--- src/rtl/tw_pkg.sv ---
package tw_pkg;

    typedef enum logic [3:0] {
        ST_IDLE,
        ST_START_SETUP,
        ST_START_RISE,
        ST_START_LOW,
        ST_START_FALL,
        ST_HOLD,
        ST_BIT_LO,
        ST_BIT_RISE,
        ST_BIT_HI,
        ST_BIT_FALL,
        ST_STOP_SETUP,
        ST_STOP_RISE,
        ST_STOP_REL
    } tw_state_e;

    typedef enum logic [2:0] {
        OP_NONE,
        OP_START,
        OP_STOP,
        OP_WRITE,
        OP_READ
    } tw_op_e;

endpackage

--- src/rtl/tw_line_sync.sv ---
module tw_line_sync #(
    parameter int WIDTH  = 2,
    parameter int STAGES = 2
) (
    input  logic             clk,
    input  logic             rst_n,
    input  logic [WIDTH-1:0] d,
    output logic [WIDTH-1:0] q
);

    // Lines idle high, so every stage resets to one.
    logic [STAGES-1:0][WIDTH-1:0] chain;

    always_ff @(posedge clk or negedge rst_n) begin
        if (!rst_n) begin
            chain <= '1;
        end else begin
            chain[0] <= d;
            for (int s = 1; s < STAGES; s++) begin
                chain[s] <= chain[s-1];
            end
        end
    end

    assign q = chain[STAGES-1];

endmodule

--- src/rtl/tw_cond_detect.sv ---
module tw_cond_detect (
    input  logic clk,
    input  logic rst_n,
    input  logic scl_s,
    input  logic sda_s,
    output logic start_det,
    output logic stop_det
);

    logic scl_prev;
    logic sda_prev;

    always_ff @(posedge clk or negedge rst_n) begin
        if (!rst_n) begin
            scl_prev <= 1'b1;
            sda_prev <= 1'b1;
        end else begin
            scl_prev <= scl_s;
            sda_prev <= sda_s;
        end
    end

    // SDA edge while SCL stays high on both samples
    assign start_det = scl_s && scl_prev && sda_prev && !sda_s;
    assign stop_det  = scl_s && scl_prev && !sda_prev && sda_s;

    AST_START_PULSE: assert property (@(posedge clk) disable iff (!rst_n)
        start_det |=> !start_det);

    AST_STOP_PULSE: assert property (@(posedge clk) disable iff (!rst_n)
        stop_det |=> !stop_det);

endmodule

--- src/rtl/tw_bit_ctrl.sv ---
module tw_bit_ctrl
    import tw_pkg::*;
#(
    parameter int DATA_W = 8
) (
    input  logic              clk,
    input  logic              rst_n,
    input  logic              tick,
    input  logic              cmd_start,
    input  logic              cmd_stop,
    input  logic              cmd_write,
    input  logic              cmd_read,
    input  logic [DATA_W-1:0] tx_byte,
    input  logic              ack_send,
    input  logic              scl_s,
    input  logic              sda_s,
    output logic              scl_drive_low,
    output logic              sda_drive_low,
    output logic              busy,
    output logic              byte_done,
    output logic              cond_done,
    output logic              arb_lost,
    output logic              ack_rx,
    output logic [DATA_W-1:0] rx_byte
);

    localparam int              CNT_W    = $clog2(DATA_W + 1);
    localparam logic [CNT_W-1:0] ACK_SLOT = CNT_W'(DATA_W);

    tw_state_e         state;
    tw_state_e         state_nxt;
    tw_op_e            op;
    logic [DATA_W-1:0] shreg;
    logic [CNT_W-1:0]  bit_cnt;
    logic              ack_q;
    logic              rd_mode;
    logic              lost;
    logic              samp_q;
    logic              last_bit;
    logic              bit_pull;

    assign last_bit = (bit_cnt == ACK_SLOT);

    // Command decode: idle takes only start; hold takes all, in priority order
    always_comb begin
        op = OP_NONE;
        if (state == ST_IDLE) begin
            if (cmd_start) op = OP_START;
        end else if (state == ST_HOLD) begin
            if (cmd_start)      op = OP_START;
            else if (cmd_stop)  op = OP_STOP;
            else if (cmd_write) op = OP_WRITE;
            else if (cmd_read)  op = OP_READ;
        end
    end

    // State register
    always_ff @(posedge clk or negedge rst_n) begin
        if (!rst_n) state <= ST_IDLE;
        else        state <= state_nxt;
    end

    // Next-state logic
    always_comb begin
        state_nxt = state;
        unique case (state)
            ST_IDLE: begin
                if (op == OP_START) state_nxt = ST_START_RISE;
            end
            ST_HOLD: begin
                unique case (op)
                    OP_START:          state_nxt = ST_START_SETUP;
                    OP_STOP:           state_nxt = ST_STOP_SETUP;
                    OP_WRITE, OP_READ: state_nxt = ST_BIT_LO;
                    default:           state_nxt = ST_HOLD;
                endcase
            end
            ST_START_SETUP: if (tick)          state_nxt = ST_START_RISE;
            ST_START_RISE:  if (tick && scl_s) state_nxt = ST_START_LOW;
            ST_START_LOW:   if (tick)          state_nxt = ST_START_FALL;
            ST_START_FALL:  if (tick)          state_nxt = ST_HOLD;
            ST_BIT_LO:      if (tick)          state_nxt = ST_BIT_RISE;
            ST_BIT_RISE:    if (tick && scl_s) state_nxt = ST_BIT_HI;
            ST_BIT_HI:      if (tick)          state_nxt = ST_BIT_FALL;
            ST_BIT_FALL: begin
                if (tick) begin
                    if (!last_bit) state_nxt = ST_BIT_LO;
                    else if (lost) state_nxt = ST_IDLE;
                    else           state_nxt = ST_HOLD;
                end
            end
            ST_STOP_SETUP:  if (tick)          state_nxt = ST_STOP_SETUP == state ? ST_STOP_RISE : state;
            ST_STOP_RISE:   if (tick && scl_s) state_nxt = ST_STOP_REL;
            ST_STOP_REL:    if (tick)          state_nxt = ST_IDLE;
            default:                           state_nxt = ST_IDLE;
        endcase
    end

    // SDA level wanted during the four phases of the current bit
    always_comb begin
        if (lost)          bit_pull = 1'b0;
        else if (last_bit) bit_pull = rd_mode && !ack_q;
        else               bit_pull = !rd_mode && !shreg[DATA_W-1];
    end

    // Line drivers and busy, decoded from the state
    always_comb begin
        scl_drive_low = 1'b0;
        sda_drive_low = 1'b0;
        busy          = 1'b1;
        unique case (state)
            ST_IDLE:        busy = 1'b0;
            ST_HOLD: begin
                busy          = 1'b0;
                scl_drive_low = 1'b1;
            end
            ST_START_SETUP: scl_drive_low = 1'b1;
            ST_START_RISE:  scl_drive_low = 1'b0;
            ST_START_LOW:   sda_drive_low = 1'b1;
            ST_START_FALL: begin
                scl_drive_low = 1'b1;
                sda_drive_low = 1'b1;
            end
            ST_BIT_LO, ST_BIT_FALL: begin
                scl_drive_low = 1'b1;
                sda_drive_low = bit_pull;
            end
            ST_BIT_RISE, ST_BIT_HI: sda_drive_low = bit_pull;
            ST_STOP_SETUP: begin
                scl_drive_low = 1'b1;
                sda_drive_low = 1'b1;
            end
            ST_STOP_RISE:   sda_drive_low = 1'b1;
            ST_STOP_REL:    sda_drive_low = 1'b0;
            default:        busy = 1'b0;
        endcase
    end

    // Shift register, acknowledge register, bit counter and event pulses
    always_ff @(posedge clk or negedge rst_n) begin
        if (!rst_n) begin
            shreg     <= '0;
            bit_cnt   <= '0;
            ack_q     <= 1'b1;
            rd_mode   <= 1'b0;
            lost      <= 1'b0;
            samp_q    <= 1'b1;
            byte_done <= 1'b0;
            cond_done <= 1'b0;
            arb_lost  <= 1'b0;
        end else begin
            byte_done <= 1'b0;
            cond_done <= 1'b0;
            arb_lost  <= 1'b0;

            if (op == OP_WRITE) begin
                shreg   <= tx_byte;
                rd_mode <= 1'b0;
                lost    <= 1'b0;
                bit_cnt <= '0;
            end
            if (op == OP_READ) begin
                rd_mode <= 1'b1;
                ack_q   <= ack_send;
                lost    <= 1'b0;
                bit_cnt <= '0;
            end

            // Sample at the high phase; compare a released bit against the bus
            if (tick && state == ST_BIT_HI) begin
                samp_q <= sda_s;
                if (!rd_mode && !last_bit && !lost && shreg[DATA_W-1] && !sda_s) begin
                    lost     <= 1'b1;
                    arb_lost <= 1'b1;
                end
            end

            // Shift only once SCL is low again, so SDA never moves while high
            if (tick && state == ST_BIT_FALL) begin
                if (last_bit) begin
                    bit_cnt   <= '0;
                    byte_done <= 1'b1;
                    if (!rd_mode) ack_q <= samp_q;
                end else begin
                    shreg   <= {shreg[DATA_W-2:0], samp_q};
                    bit_cnt <= bit_cnt + CNT_W'(1);
                end
            end

            if (tick && (state == ST_START_FALL || state == ST_STOP_REL)) begin
                cond_done <= 1'b1;
            end
        end
    end

    assign ack_rx  = ack_q;
    assign rx_byte = shreg;

    AST_SDA_STEADY_HIGH: assert property (@(posedge clk) disable iff (!rst_n)
        (state == ST_BIT_HI && $past(state) == ST_BIT_HI) |-> $stable(sda_drive_low));

    AST_ARB_RELEASE: assert property (@(posedge clk) disable iff (!rst_n)
        arb_lost |-> !sda_drive_low);

    AST_STRETCH_WAIT: assert property (@(posedge clk) disable iff (!rst_n)
        (state == ST_BIT_RISE && !scl_s) |=> (state == ST_BIT_RISE));

    AST_HOLD_SCL: assert property (@(posedge clk) disable iff (!rst_n)
        (state == ST_HOLD && !cmd_start && !cmd_stop && !cmd_write && !cmd_read) |=> scl_drive_low);

    AST_BYTE_PULSE: assert property (@(posedge clk) disable iff (!rst_n)
        byte_done |=> !byte_done);

    AST_EVENT_EXCL: assert property (@(posedge clk) disable iff (!rst_n)
        $onehot0({byte_done, cond_done, arb_lost}));

endmodule

--- src/rtl/tw_byte_engine.sv ---
module tw_byte_engine #(
    parameter int DATA_W      = 8,
    parameter int SYNC_STAGES = 2
) (
    input  logic              clk,
    input  logic              rst_n,
    input  logic              tick,
    input  logic              cmd_start,
    input  logic              cmd_stop,
    input  logic              cmd_write,
    input  logic              cmd_read,
    input  logic [DATA_W-1:0] tx_byte,
    input  logic              ack_send,
    input  logic              scl_in,
    input  logic              sda_in,
    output logic              scl_drive_low,
    output logic              sda_drive_low,
    output logic              busy,
    output logic              byte_done,
    output logic              cond_done,
    output logic              arb_lost,
    output logic              ack_rx,
    output logic [DATA_W-1:0] rx_byte,
    output logic              start_seen,
    output logic              stop_seen
);

    logic [1:0] lines_s;
    logic       scl_s;
    logic       sda_s;

    tw_line_sync #(
        .WIDTH  (2),
        .STAGES (SYNC_STAGES)
    ) u_sync (
        .clk   (clk),
        .rst_n (rst_n),
        .d     ({scl_in, sda_in}),
        .q     (lines_s)
    );

    assign scl_s = lines_s[1];
    assign sda_s = lines_s[0];

    tw_cond_detect u_cond (
        .clk       (clk),
        .rst_n     (rst_n),
        .scl_s     (scl_s),
        .sda_s     (sda_s),
        .start_det (start_seen),
        .stop_det  (stop_seen)
    );

    tw_bit_ctrl #(
        .DATA_W (DATA_W)
    ) u_ctrl (
        .clk           (clk),
        .rst_n         (rst_n),
        .tick          (tick),
        .cmd_start     (cmd_start),
        .cmd_stop      (cmd_stop),
        .cmd_write     (cmd_write),
        .cmd_read      (cmd_read),
        .tx_byte       (tx_byte),
        .ack_send      (ack_send),
        .scl_s         (scl_s),
        .sda_s         (sda_s),
        .scl_drive_low (scl_drive_low),
        .sda_drive_low (sda_drive_low),
        .busy          (busy),
        .byte_done     (byte_done),
        .cond_done     (cond_done),
        .arb_lost      (arb_lost),
        .ack_rx        (ack_rx),
        .rx_byte       (rx_byte)
    );

endmodule

--- config.mk ---
export PLATFORM = sky130hd
export DESIGN_NAME = tw_byte_engine
export DESIGN_NICKNAME = d
export VERILOG_FILES = /design/src/rtl/tw_pkg.sv /design/src/rtl/tw_line_sync.sv /design/src/rtl/tw_cond_detect.sv /design/src/rtl/tw_bit_ctrl.sv /design/src/rtl/tw_byte_engine.sv
export SDC_FILE = /design/constraint.sdc
export NUM_CORES = 1
export LEC_CHECK = 0
export ABC_AREA = 1
export BUFFER_PORTS_ARGS = -buffer_cell sky130_fd_sc_hd__buf_2
export CELL_PAD_IN_SITES_DETAIL_PLACEMENT = 1
export CELL_PAD_IN_SITES_GLOBAL_PLACEMENT = 1
export CORE_MARGIN = 2
export CORE_UTILIZATION = 39
export CTS_BUF_LIST = sky130_fd_sc_hd__clkbuf_8 sky130_fd_sc_hd__clkbuf_16
export CTS_CLUSTER_DIAMETER = 50
export DETAILED_ROUTE_END_ITERATION = 8
export GPL_TIMING_DRIVEN = 1
export HOLD_SLACK_MARGIN = 0.15
export PLACE_DENSITY = 0.86
export SLEW_MARGIN = 40
export SYNTH_ARGS = -nofsm -noshare
export SYNTH_HDL_FRONTEND = slang
export SYNTH_SLANG_ARGS = --single-unit
--- constraint.sdc ---
create_clock -name clk -period 2.2 [get_ports clk]
set_clock_uncertainty 0.05 [all_clocks]
set_input_delay 0.11 -clock clk [delete_from_list [all_inputs] [get_ports clk]]
set_output_delay 0.11 -clock clk [all_outputs]
set_load 0.02 [all_outputs]
======== Yosys cells after proc, flatten, opt, wreduce, memory -nomap -nowiden ========
Cells that the tools add are included.
Widths: inputs -> output; s select.
cells by class
  $add $sub $neg .......................... 1
  equality and inequality tests ........... 31
  muxes and demuxes ....................... 51
  reductions and logical operators ........ 32
operator list
  cell                 number
  $mux 4               18
  $pmux 4 s13          1
  $eq 4x4->1 const B   6
  $mux 8               3
  $mux 3               7
  $mux 1               20
  $ne 2x2->1 const B   9
  $eq 4x3->1 const B   4
  $logic_and 1x1->1    15
  $reduce_and 13->1    1
  $pmux 4 s3           1
  $reduce_or 11->1     1
  $eq 4x2->1 const B   2
  $ne 2x1->1 const B   4
  $reduce_or 4->1      2
  $logic_not 1->1      7
  $eq 3x2->1 const B   2
  $reduce_or 6->1      1
  $add 4x1->4 const B  1
  $eq 4x1->1 const B   1
  $eq 4x4->1 const A   1
  $logic_not 4->1      1
  $eq 3x1->1 const B   1
  $eq 3x3->1 const B   1
  5 further kinds      5
word-level totals
  register bits after elaboration ......... 29
  bits of input ports ..................... 18
  output and inout port bits .............. 17
  word-level logic and storage cells ...... 129

======== Logic depth before layout (Yosys ltp) ========
  depth in word-level cells ............... 11
  depth in mapped cells ................... 11
  mapped depth without buffers ............ 10

======== Modules after synthesis ========
From an unflattened synthesis, not the netlist that was laid out.
second synthesis, totals
  cells, all modules ...................... 238
  area total of the unflattened synthesis .. 1714.1 um^2
by module, submodules not included
  module          instances  cells an instance  area an instance (um^2)  seq. area each (um^2)
  tw_bit_ctrl     1          223                1515.2                   578.1
  tw_line_sync    1          6                  120.1                    105.1
  tw_cond_detect  1          9                  78.8                     52.6

======== Worst setup path before layout ========
OpenSTA, ideal clock, no wires.
  kind .................................... reg-to-reg
  start ................................... register u_ctrl.bit_cnt[0]
  end ..................................... register u_ctrl.shreg[4] (netlist: u_ctrl.rx_byte[4])
  library setup time ...................... 0.121 ns
  arrival time ............................ 1.359 ns
  data required time ...................... 2.029 ns
  slack ................................... 0.670 ns
  cell stages (with the launch flop) ...... 10
  path buffers ............................ 1
  clock period less this slack ............ 1.530 ns
  cells stage by stage .................... dfrtp_1 inv_1 ha_1 nand3b_1 nand2_2 nor2_4 inv_2 buf_2 nand3_1 o21ai_1
on the way
  word-level cells in the longest chain between the ends .. 3
RTL lines
  what                      RTL line            RTL
  start: declaration        tw_bit_ctrl.sv:34   logic [CNT_W-1:0] bit_cnt;
  start signal: assignment  tw_bit_ctrl.sv:186  bit_cnt <= bit_cnt + CNT_W'(1);
  $eq 4x4->1                tw_bit_ctrl.sv:42   assign last_bit = (bit_cnt == ACK_SLOT);
  $mux 8                    tw_bit_ctrl.sv:180  if (last_bit) begin
  $mux 8                    tw_bit_ctrl.sv:179  if (tick && state == ST_BIT_FALL) begin
  end signal: assignment    tw_bit_ctrl.sv:157  shreg <= tx_byte;
  end signal: assignment    tw_bit_ctrl.sv:185  shreg <= {shreg[DATA_W-2:0], samp_q};
  end: declaration          tw_bit_ctrl.sv:33   logic [DATA_W-1:0] shreg;
Every way passes these cells.
A chain may end at the register's enable or synchronous reset.

======== Worst setup path after layout ========
  start ................................... register u_ctrl.bit_cnt[0]
  end ..................................... output sda_drive_low
on the way
  word-level cells in the longest chain between the ends .. 4
RTL lines
  what              RTL line              RTL
  $eq 4x4->1        tw_bit_ctrl.sv:42
  $mux 1            tw_bit_ctrl.sv:102    else if (last_bit) bit_pull = rd_mode && !ack_q;
  $mux 1            tw_bit_ctrl.sv:101    if (lost) bit_pull = 1'b0;
  $pmux 1 s2        tw_bit_ctrl.sv:111    unique case (state)
  end: declaration  tw_byte_engine.sv:17  output logic sda_drive_low,
Every way passes these cells.

==> metrics.yaml <==
outcome:
  status: "completed"
min_path:
  hold_class: "input pin to flip-flop"
  whs_path_depth: 6
  hp-start: "tick"
  hold_end: "u_ctrl.state[2]$_DFFE_PN0P_"
timing:
  hold_ws_ns: 0.234
  slew_headroom: 0.556
  tightest_slew_ns: 0.666
  tns_ns: 0
  setup_violations: 0
  min_period_over_period: 0.895
  rsz0062_at_grt: "no"
  finalCriticalPeriod_ns: 1.97
  hold_viol_final: 0
  drv_slew: 0
  max_freq_mhz: 508
cts:
  cts_buffers: 5
  cts.sinks: 29
  cts_htree_levels: 2
  clk_latency_ns: 0.29
  cts_buffer_depth: 2
  tritoncts: "built"
  clk_pin_slew_ns: 0.07
  cts_root_buf: "clkbuf_8"
die:
  num_rows: 24
  start_util: 0.404
  dieArea_sq_um: 5070
  die_h_um: 71.2
  coreArea_sq_um: 4350
  fp.dieW_um: 71.2
  io_pins: 35
synthesis:
  synth_adder_area_share: 0.0142
  ys_warn_count: 0
  syn_area_per_cell_sq_um: 7.04
  synth.distinct_cells: 27
  synth_compound_area_frac: 0.0697
  synthSimpleGateAreaFrac: 0.401
  ys_ff_latch: 29
  synth_top_family_by_area: "simple AND/OR/NAND/NOR gates"
  synth_area_sq_um: 1760
  synth_seq_area_share: 0.418
  synth_xor_area_frac: 0.00498
  synth_nets: 270
  synth_mux_area_frac: 0
  synthCells: 250
placement:
  dpl_cell_area_sq_um: 1990
  gp_congestion: 0.887
  portBuffers: 34
  dpl.hpwl_mm: 3.77
critical_path:
  cp_data_arrival_time_ns: 1.81
  reg2reg_slack_ns: 0.31
  required_ns: 2.04
  criticalPathCategory: "flip-flop to output port"
  cp-start-kind: "flip-flop"
  cp-startpoint: "u_ctrl.bit_cnt[0]$_DFFE_PN0P_"
  reg2reg_from: "u_ctrl.state[1]$_DFFE_PN0P_"
  worstSetupEndpointType: "output port"
  cp_max_fo: 7
  reg2regPathDepth: 8
  r2r_end: "u_ctrl.rx_byte[7]$_DFF_PN0_"
finish:
  drive_gt1_frac: 0.235
  finish.utilization: 0.506
  area_delta_synth_final_pct: 25.2
  fin_nets: 321
  antenna-diode-count: 0
  stdcell_area_sq_um: 2200
drt:
  routed_via_density: 5.17
  drt-total-wl_mm: 5.24
  drcViolationCount: 0
  antenna_left: 0
  dr_total_vias: 1831
  wl_per_cell_um: 14.8
  drt_iter0_markers: 42
  first_pass_iters: 4
power_and_ir_drop:
  leakagePower_nw: 1.19
  powerDensity_nw_per_um2: 1200
  total_power_mw: 2.64
  ir_worst_vdd_uv: 544
global_routing:
  grt_antenna_before_repair: 0
  grt_pass1_vias: 1922
  gr-usage-all-layers: 0.231
  grt_start_max_net_pins: 30
  overflow: 0
  grt_pass1_wl_mm: 8.98
job:
  maxCapViolations: 0
## worst max path at each step
stage	cells after the start	endpoint
2_1_floorplan	9	u_ctrl.rx_byte[4]$_DFF_PN0_
3_3_place_gp	8	u_ctrl.rx_byte[2]$_DFF_PN0_
3_5_place_dp	8	u_ctrl.rx_byte[4]$_DFF_PN0_
4_1_cts	8	sda_drive_low
5_1_grt	8	sda_drive_low
6_report	8	sda_drive_low
## per-layer routing
layer / vias up / global-route usage / part of all wire
li1: 891 / - / -
met1: 885 / 0.281 / 0.43
met2: 40 / 0.394 / 0.50
met3: 15 / 0.0527 / 0.042
met4: 0 / 0.0964 / 0.027
met5: - / 0 / 0
## critical path, cell delays in order, from the launching register on
cell	delay, ns
dfrtp_1	0.41
inv_1	0.06
ha_1	0.19
nand3b_1	0.24
inv_1	0.12
o21ai_0	0.11
nand4_1	0.12
nand3_1	0.10
buf_2	0.17
## stage by stage
| stage | std cells | setup WS [ns] |
|---|---|---|
| after floorplan | 250 | 0.670 |
| after global placement | 334 | 0.426 |
| after detailed placement | 334 | 0.342 |
| after CTS | 354 | 0.246 |
| after global routing | 354 | 0.0704 |
| final | 354 | 0.232 |
## cell usage in the layout (no fill, tap or decap)
cell / Yosys / routed
nor2_2: 6 / 6
a21oi_1: 2 / 2
buf_4: 1 / 1
nand3_1: 34 / 34
nand2_2: 3 / 3
inv_1: 35 / 35
clkbuf_8: 0 / 6
xor2_1: 1 / 1
dfstp_2: 8 / 8
inv_2: 4 / 4
nand2_1: 78 / 78
o221ai_1: 1 / 1
buf_2: 1 / 34
nand4_1: 4 / 4
o211ai_1: 2 / 2
o21ai_1: 10 / 10
nor2_1: 19 / 19
clkinv_2: 0 / 1
o21a_1: 1 / 1
dfrtp_1: 21 / 21
or2_2: 1 / 1
o21ai_0: 5 / 5
nor2_4: 5 / 5
o22ai_1: 1 / 1
ha_1: 2 / 2
nor3_1: 2 / 2
nand3b_1: 1 / 1
clkinv_4: 0 / 1
nand3_2: 1 / 1
dlygate4sd3_1: 0 / 12
## synth_stat cells
library cell  number  area, sq um
nand2_2            3         18.8
nand4_1            4         25.0
nor2_4             5         56.3
nand3b_1           1         7.51
or2_2              1         6.26
nor3_1             2         10.0
nand2_1           78          293
buf_4              1         7.51
xor2_1             1         8.76
nand3_2            1         10.0
o211ai_1           2         15.0
dfstp_2            8          210
o22ai_1            1         6.26
a21oi_1            2         10.0
inv_1             35          131
o221ai_1           1         8.76
o21ai_1           10         50.1
o21a_1             1         7.51
o21ai_0            5         25.0
ha_1               2         25.0
buf_1              1         3.75
buf_2              1         5.00
inv_2              4         15.0
nor2_2             6         37.5
nand3_1           34          170
nor2_1            19         71.3
dfrtp_1           21          526
## sequential cells by signal, summed over array words and instances, names as in the netlist
signal	count
u_ctrl.rx_byte	8
u_ctrl.bit_cnt	4
u_ctrl.state	4
u_sync.chain	2
u_sync.q	2
u_cond.scl_prev	1
u_cond.sda_prev	1
u_ctrl.ack_rx	1
u_ctrl.arb_lost	1
u_ctrl.byte_done	1
u_ctrl.cond_done	1
u_ctrl.lost	1
u_ctrl.rd_mode	1
u_ctrl.samp_q	1
## power by group
group	total [mW]	leakage, nW	internal (mW)	switching (mW)
logic	1.27	0.798	0.439	0.830
clock network	0.468	0.0512	0.253	0.215
registers	0.901	0.343	0.717	0.184
## cell type report
| cell class | count | area (sq um) |
|---|---|---|
| clock buffer | 6 | 82.6 |
| clock inverter | 2 | 13.8 |
| fill | 568 | 2150 |
| inverter | 39 | 146 |
| multi-input combinational | 179 | 862 |
| sequential | 29 | 736 |
| tap | 52 | 65.1 |
| timing repair buffer | 47 | 298 |
## cells by family (layout without fill, tap and decap cells)
group | after synthesis | count (layout)
adders and majority gates | 2 | 2
AOI/OAI and AO/OA | 22 | 22
DFF | 29 | 29
xor gates and xnor gates | 1 | 1
and+or+nand+nor | 154 | 154
buffers and inverters | 42 | 94
## repair_timing
action                                 in CTS  in global routing
endpoints found under the hold margin      32                  0
hold buffers                               12                  0
buffers inserted                            0                  0
gates resized for setup                     0                  0
Power figures use the tool's default switching activity.
